## src/rtl/irq_holdoff_pkg.sv

```systemverilog
package irq_holdoff_pkg;
  localparam int REG_W   = 32;
  localparam int IVL_W   = 8;
  localparam int IVL_LSB = 24;
  // frequency of the 10 us quiet-period unit
  localparam int UNIT_HZ = 100_000;

  function automatic int unsigned unit_div(input int unsigned clk_hz);
    return (clk_hz / UNIT_HZ) < 1 ? 1 : (clk_hz / UNIT_HZ);
  endfunction
endpackage

```

## src/rtl/irq_unit_prescaler.sv

```systemverilog
module irq_unit_prescaler #(
  parameter int unsigned DIV = 1000
) (
  input  logic clk,
  input  logic rst,
  input  logic restart,
  output logic tick
);
  localparam int PRE_W = (DIV < 2) ? 1 : $clog2(DIV);
  localparam logic [PRE_W-1:0] LAST = PRE_W'(DIV - 1);

  logic [PRE_W-1:0] pre_q;

  always_ff @(posedge clk) begin
    if (rst || restart) pre_q <= '0;
    else if (pre_q == LAST) pre_q <= '0;
    else pre_q <= pre_q + 1'b1;
  end

  assign tick = (pre_q == LAST);
endmodule

```

## src/rtl/irq_cfg_word.sv

```systemverilog
module irq_cfg_word
  import irq_holdoff_pkg::*;
(
  input  logic             clk,
  input  logic             rst,
  input  logic             we,
  input  logic [IVL_W-1:0] wr_ivl,
  output logic [IVL_W-1:0] ivl,
  output logic             zero_wr,
  output logic [REG_W-1:0] rdata
);
  logic [IVL_W-1:0] ivl_q;

  always_ff @(posedge clk) begin
    if (rst) ivl_q <= '0;
    else if (we) ivl_q <= wr_ivl;
  end

  assign ivl     = ivl_q;
  assign zero_wr = we && (wr_ivl == '0);
  assign rdata   = {ivl_q, {IVL_LSB{1'b0}}};
endmodule

```

## src/rtl/irq_quiet_timer.sv

```systemverilog
module irq_quiet_timer
  import irq_holdoff_pkg::*;
(
  input  logic             clk,
  input  logic             rst,
  input  logic             clr,
  input  logic             load,
  input  logic [IVL_W-1:0] load_val,
  input  logic             tick,
  output logic [IVL_W-1:0] cnt,
  output logic             busy
);
  logic [IVL_W-1:0] cnt_q;

  always_ff @(posedge clk) begin
    if (rst || clr) cnt_q <= '0;
    else if (load) cnt_q <= load_val;
    else if (tick && cnt_q != '0) cnt_q <= cnt_q - IVL_W'(1);
  end

  assign cnt  = cnt_q;
  assign busy = (cnt_q != '0);
endmodule

```

## src/rtl/irq_holdoff_ctrl.sv

```systemverilog
module irq_holdoff_ctrl
  import irq_holdoff_pkg::*;
#(
  parameter int unsigned CLK_HZ = 100_000_000,
  parameter int unsigned N_SRC  = 4
) (
  input  logic             clk,
  input  logic             rst,
  input  logic             cfg_we,
  input  logic [REG_W-1:0] cfg_wdata,
  output logic [REG_W-1:0] cfg_rdata,
  input  logic [N_SRC-1:0] src_pend,
  input  logic             pm_evt,
  output logic             irq_out
);
  localparam int unsigned DIV = unit_div(CLK_HZ);

  logic [IVL_W-1:0] ivl;
  logic [IVL_W-1:0] quiet_cnt;
  logic             zero_wr;
  logic             busy;
  logic             tick;
  logic             any_pend;
  logic             irq_q;
  logic             irq_d;
  logic             fall;

  irq_cfg_word u_cfg (
    .clk     (clk),
    .rst     (rst),
    .we      (cfg_we),
    .wr_ivl  (cfg_wdata[IVL_LSB +: IVL_W]),
    .ivl     (ivl),
    .zero_wr (zero_wr),
    .rdata   (cfg_rdata)
  );

  assign any_pend = |src_pend;
  // exempt event always wins; ordinary sources wait out the quiet period
  assign irq_d = pm_evt || (any_pend && (irq_q || !busy));
  assign fall  = irq_q && !irq_d;

  irq_unit_prescaler #(.DIV(DIV)) u_pre (
    .clk     (clk),
    .rst     (rst),
    .restart (fall),
    .tick    (tick)
  );

  irq_quiet_timer u_tmr (
    .clk      (clk),
    .rst      (rst),
    .clr      (zero_wr),
    .load     (fall),
    .load_val (ivl),
    .tick     (tick),
    .cnt      (quiet_cnt),
    .busy     (busy)
  );

  always_ff @(posedge clk) begin
    if (rst) irq_q <= 1'b0;
    else irq_q <= irq_d;
  end

  assign irq_out = irq_q;
endmodule

```

## config.mk

```make
export PLATFORM = sky130hd
export DESIGN_NAME = irq_holdoff_ctrl
export DESIGN_NICKNAME = d
export VERILOG_FILES = /design/src/rtl/irq_holdoff_pkg.sv /design/src/rtl/irq_unit_prescaler.sv /design/src/rtl/irq_cfg_word.sv /design/src/rtl/irq_quiet_timer.sv /design/src/rtl/irq_holdoff_ctrl.sv
export SDC_FILE = /design/constraint.sdc
export NUM_CORES = 1
export LEC_CHECK = 0
export BUFFER_PORTS_ARGS = -buffer_cell sky130_fd_sc_hd__clkbuf_2
export CAP_MARGIN = 30
export CORE_UTILIZATION = 43
export CTS_CLUSTER_SIZE = 16
export DETAILED_ROUTE_END_ITERATION = 6
export PLACE_DENSITY = 0.73
export SETUP_SLACK_MARGIN = 0.4
export SLEW_MARGIN = 10
export SYNTH_ARGS = -nofsm -noshare
export SYNTH_HDL_FRONTEND = slang
export SYNTH_SLANG_ARGS = --single-unit
export TNS_END_PERCENT = 100
```

## constraint.sdc

```tcl
create_clock -name clk -period 3.1 [get_ports clk]
set_input_delay 0.31 -clock clk [delete_from_list [all_inputs] [get_ports clk]]
set_output_delay 0.31 -clock clk [all_outputs]
set_load 0.05 [all_outputs]
```

* Yosys cells after proc, flatten, opt, wreduce, memory -nomap -nowiden *
Index checks and enable logic that the tools add are counted.

operators by class
  $add $sub $neg = 2
  eq/ne operators = 1
  multiplexer cells = 2
  reduce and logical (&&, ||, !) cells = 15

operator list
  operator                                                             count
  8-bit 2-to-1 mux                                                     2
  10-bit by 1-bit adder with 10-bit output (second input constant)     1
  10-bit equality test (second input constant)                         1
  8-bit logical NOT                                                    1
  8-bit nonzero test                                                   1
  8-bit by 1-bit subtractor with 8-bit output (second input constant)  1
  1-bit logical AND                                                    4
  1-bit logical OR                                                     4
  4-bit OR reduction                                                   1
  1-bit logical NOT                                                    2
  2-bit nonzero test                                                   1
  2-bit OR reduction                                                   1

word-level totals
  flip-flop bits (word level) = 27
  bits of input ports = 40
  output and inout port bits = 33
  word-level logic and storage cells = 24

* Logic depth before layout (Yosys ltp) *
  depth in word-level cells = 9
  gate-level depth with buffers = 6
  mapped depth without buffers = 6

* Hierarchy *
From an unflattened synthesis, not the netlist that was laid out.

unflattened totals
  cell total of the unflattened synthesis = 180
  area, all modules = 1584.0 sq um

by module, submodules not included
  module              instances  cells an instance  area an instance (sq um)  seq. area each (sq um)
  irq_cfg_word        1          62                 551.8                     160.2
  irq_quiet_timer     1          60                 506.7                     160.2
  irq_unit_prescaler  1          52                 459.2                     200.2
  irq_holdoff_ctrl    1          6                  66.3                      20.0

* Least setup slack after synthesis *
No wires, ideal clock.

  path kind = flip-flop to flip-flop
  start = register u_pre.pre_q[0]
  end = register u_tmr.cnt_q[4] (netlist: u_tmr.cnt[4])
  setup time = 0.074 ns
  data arrival time = 1.816 ns
  required time = 3.026 ns
  setup slack = 1.210 ns
  cell stages (with the launch flop) = 7
  buffers on the path = 1
  period minus slack after synthesis = 1.890 ns
  path through = dfxtp_1 -> ha_1 -> nand2_1 -> or4_4 -> buf_6 -> or4_1 -> a31oi_1

between the ends
  cells in the longest elaborated chain, start to end = 3

ends and longest elaborated chain
  item                          line                      RTL
  from (decl)                   irq_unit_prescaler.sv:12  logic [PRE_W-1:0] pre_q;
  from (signal assigned)        irq_unit_prescaler.sv:17  else pre_q <= pre_q + 1'b1;
  10-bit equality test          irq_unit_prescaler.sv:20  assign tick = (pre_q == LAST);
  1-bit logical AND             irq_quiet_timer.sv:18     else if (tick && cnt_q != '0) cnt_q <= cnt_q - IVL_W'(1);
  2-bit nonzero test (no line)  n/a
  to (signal assigned)          irq_quiet_timer.sv:17     else if (load) cnt_q <= load_val;
  to (signal assigned)          irq_quiet_timer.sv:18
  to (decl)                     irq_quiet_timer.sv:13     logic [IVL_W-1:0] cnt_q;

No other way between the ends.
A chain may end at the register's enable or synchronous reset.

* Final worst setup path *
Same ends and word-level chain as after synthesis.

==> impl_metrics.ini <==
[outcome]
outcome = finished clean

[die]
die-area_um2 = 3680
coreArea_um2 = 3150
num_rows = 20
chipHeight_um = 60.6
die_w_um = 60.6
start_util_pct = 46.9
pin_count = 73

[global_routing]
grtUsageMet2_pct = 26.5
antenna_found_initial = 0
grt_pass1_vias = 1057
grt_util_met1_pct = 22.3
grt_pass1_wl_um = 4600
grt_busiest_layer = met2
grt.overflow.total = 0
use_met3_pct = 2.13
grt_max_degree = 15
grt_use_total_pct = 16.4

[setup_path]
critPathMaxFanout = 9
worst-setup-path-type = reg2reg
worstSetupEndpointType = flop
cp_data_arrival_time_ns = 2.22
path_buf_inv = 0
worst_path_largest_cell_delay_ns = 0.53
worst_path_max_delay_cell = or4_1
required_ns = 3.36
start_kind = flop
cpLargestDelayFamily = simple AND/OR/NAND/NOR gates
worstPathCellList = ha_1 -> nand2_1 -> or4_4 -> or4_1 -> a31oi_1

[cts]
cts_buffer_depth = 2
cts_num_sinks = 27
clock_latency_ns = 0.31
cts_buffers = 3
cts_hold_buffers = 0
cts_tree = built
cts_setup_buffers = 0
cts-resized-gates = 0
clk_pin_slew_ns = 0.14
root_buffer = clkbuf_4
htreeDepth = 1

[timing]
skew_ns = 0.00891
period_needed_ns = 1.97
hold_viol = 0
rsz0062_at_grt = no
setup_viol = 0
finalCritPeriodShare_pct = 63.4
slew_violations = 0
max_freq_ghz = 0.509
fin_setup_tns_ns = 0

[drt]
drt-total-wl_um = 2620
first_pass_iters = 4
drcViolationCount = 0
drtIter0Drc = 20
viasPerCell = 5.02
vias = 1224
ant_nets = 0
wl_per_cell_um = 10.7

[logic_synthesis]
ys_seq_area_share_pct = 36.5
synth_top_family_by_area = simple AND/OR/NAND/NOR gates
syn_inst = 177
netlist-cell-type-count = 34
synth_area_leaders = dfxtp_1, buf_4, nor2_1
synth-simple-area-share_pct = 23.7
syn-cell-area_um2 = 1480
yosys.area.top_type = dfxtp_1
yosys_warnings = 0
synthFlopType = dfxtp_1
synth_top_cell_area_share_pct = 36.5
synth-seq-cells = 27
synth_edf_count = 0
synth_xor_area_share_pct = 4.74
synth-adder-area-share_pct = 2.54
synth_area_per_cell_um2 = 8.36
synth_compound_area_share_pct = 11.3
synth.area.mux_share_pct = 5.41
async_flop_share_pct = 0

[pwr]
vdd_ir_drop_max_mv = 0.219
cellPowerDensity_nw_per_um2 = 424
leakagePower_nw = 0.661

[placement]
post-dp-hpwl_um = 2040
numPortBuffers = 24
dp.cells = 240
place.gp.congestion = 0.846

[final_layout]
layout.cells.non_filler = 244
layout.nets = 244
fillers = 342
n_antenna_cell = 0
syn2layout_area_growth_pct = 6.01
drive_above_1_share_pct = 17.0
multi_input_area_um2 = 796
seqCellArea_um2 = 541

[worst_hold_path]
min-delay-path-class = in2reg

[job]
cap_violations = 0
[worst paths after layout]
check            startpoint  cells past startpoint        endpoint  slack [ns]
max reg2reg  u_pre.pre_q[0]                      5    u_tmr.cnt[4]        1.13
min                  pm_evt                      3         irq_out        0.22
min reg2reg  u_pre.pre_q[0]                      1  u_pre.pre_q[0]        0.49
max          u_pre.pre_q[0]                      5    u_tmr.cnt[4]        1.13
[worst min-delay path: stages]
cell and delay [ns]:
clkbuf_2 0.08, inv_1 0.04, a21oi_1 0.06
[registers in the layout, summed over array words and instances, names as in the netlist]
signal / flops
u_pre.pre_q: 10
u_cfg.ivl: 8
u_tmr.cnt: 8
irq_out: 1
[logic make-up after synthesis]
group                    count (synthesis)
AND/OR/NAND/NOR                         67
buffers and inverters                   35
AO/OA/AOI/OAI                           28
flip-flops                              27
XOR/XNOR                                 8
multiplexers                             8
adder cells (fa/ha/maj)                  3
other                                    1
[cell type report]
class | instances | area share [%]
sequential | 27 | 34.5
inverter | 6 | 1.44
tap | 44 | 3.51
clock buffer | 4 | 1.68
multi-input combinational | 138 | 50.8
timing repair buffer | 25 | 8.14
[cells in the mapped netlist, drive strengths merged, types with 2 or more instances]
cell type / n
buf: 25
ha: 3
nor2: 24
xnor2: 6
nand3: 7
a31oi: 5
or2: 2
inv: 6
a21oi: 2
nor4: 4
a311oi: 3
nor3b: 2
nand4: 3
o21ai: 15
clkbuf: 4
or4: 4
dfxtp: 27
nor3: 9
xor2: 2
nand2: 6
mux2i: 8
[placed cells by master (no fill, tap or decap), types with 2 or more instances in the layout]
cell type  Yosys  layout
a21oi_1        2       2
a311oi_1       3       3
a31oi_1        5       5
clkbuf_2       0      24
clkbuf_4       0       3
conb_1         1      24
dfxtp_1       27      27
ha_1           3       3
inv_1          6       6
mux2i_1        8       8
nand2_1        6       6
nand3_1        7       7
nand4_1        2       2
nor2_1        24      24
nor3_1         9       9
nor3b_1        2       2
nor4_1         4       4
o21ai_0       15      15
or2_2          2       2
or4_1          3       3
xnor2_1        6       6
xor2_1         2       2
[layer usage]
layer	up-vias	routed length (um)
li1	622	-
met1	562	1300
met2	38	1170
met3	2	123
met4	0	27
met5	-	0
[report_power, final]
part | total (mW) | internal (mW) | switching (mW) | leakage [nW]
combinational | 0.149 | 0.0282 | 0.121 | 0.426
clock | 0.147 | 0.0502 | 0.0968 | 0.0150
sequential | 0.369 | 0.359 | 0.00982 | 0.220
total | 0.665 | 0.437 | 0.228 | 0.661
[metrics by stage]
step	hold slack, ns	power, mW	utilization, %	cell area (um^2)	setup slack, ns
after floorplan	0.430	0.523	-	1570	1.21
after global placement	0.446	0.524	48.9	1540	1.12
after detailed placement	0.458	0.525	48.9	1540	1.10
after CTS	0.213	0.673	49.7	1570	1.13
after global routing	0.227	0.696	49.7	1570	1.03
final	0.216	0.665	49.7	1570	1.13
Note: power is estimated with default switching activity, not from simulation.
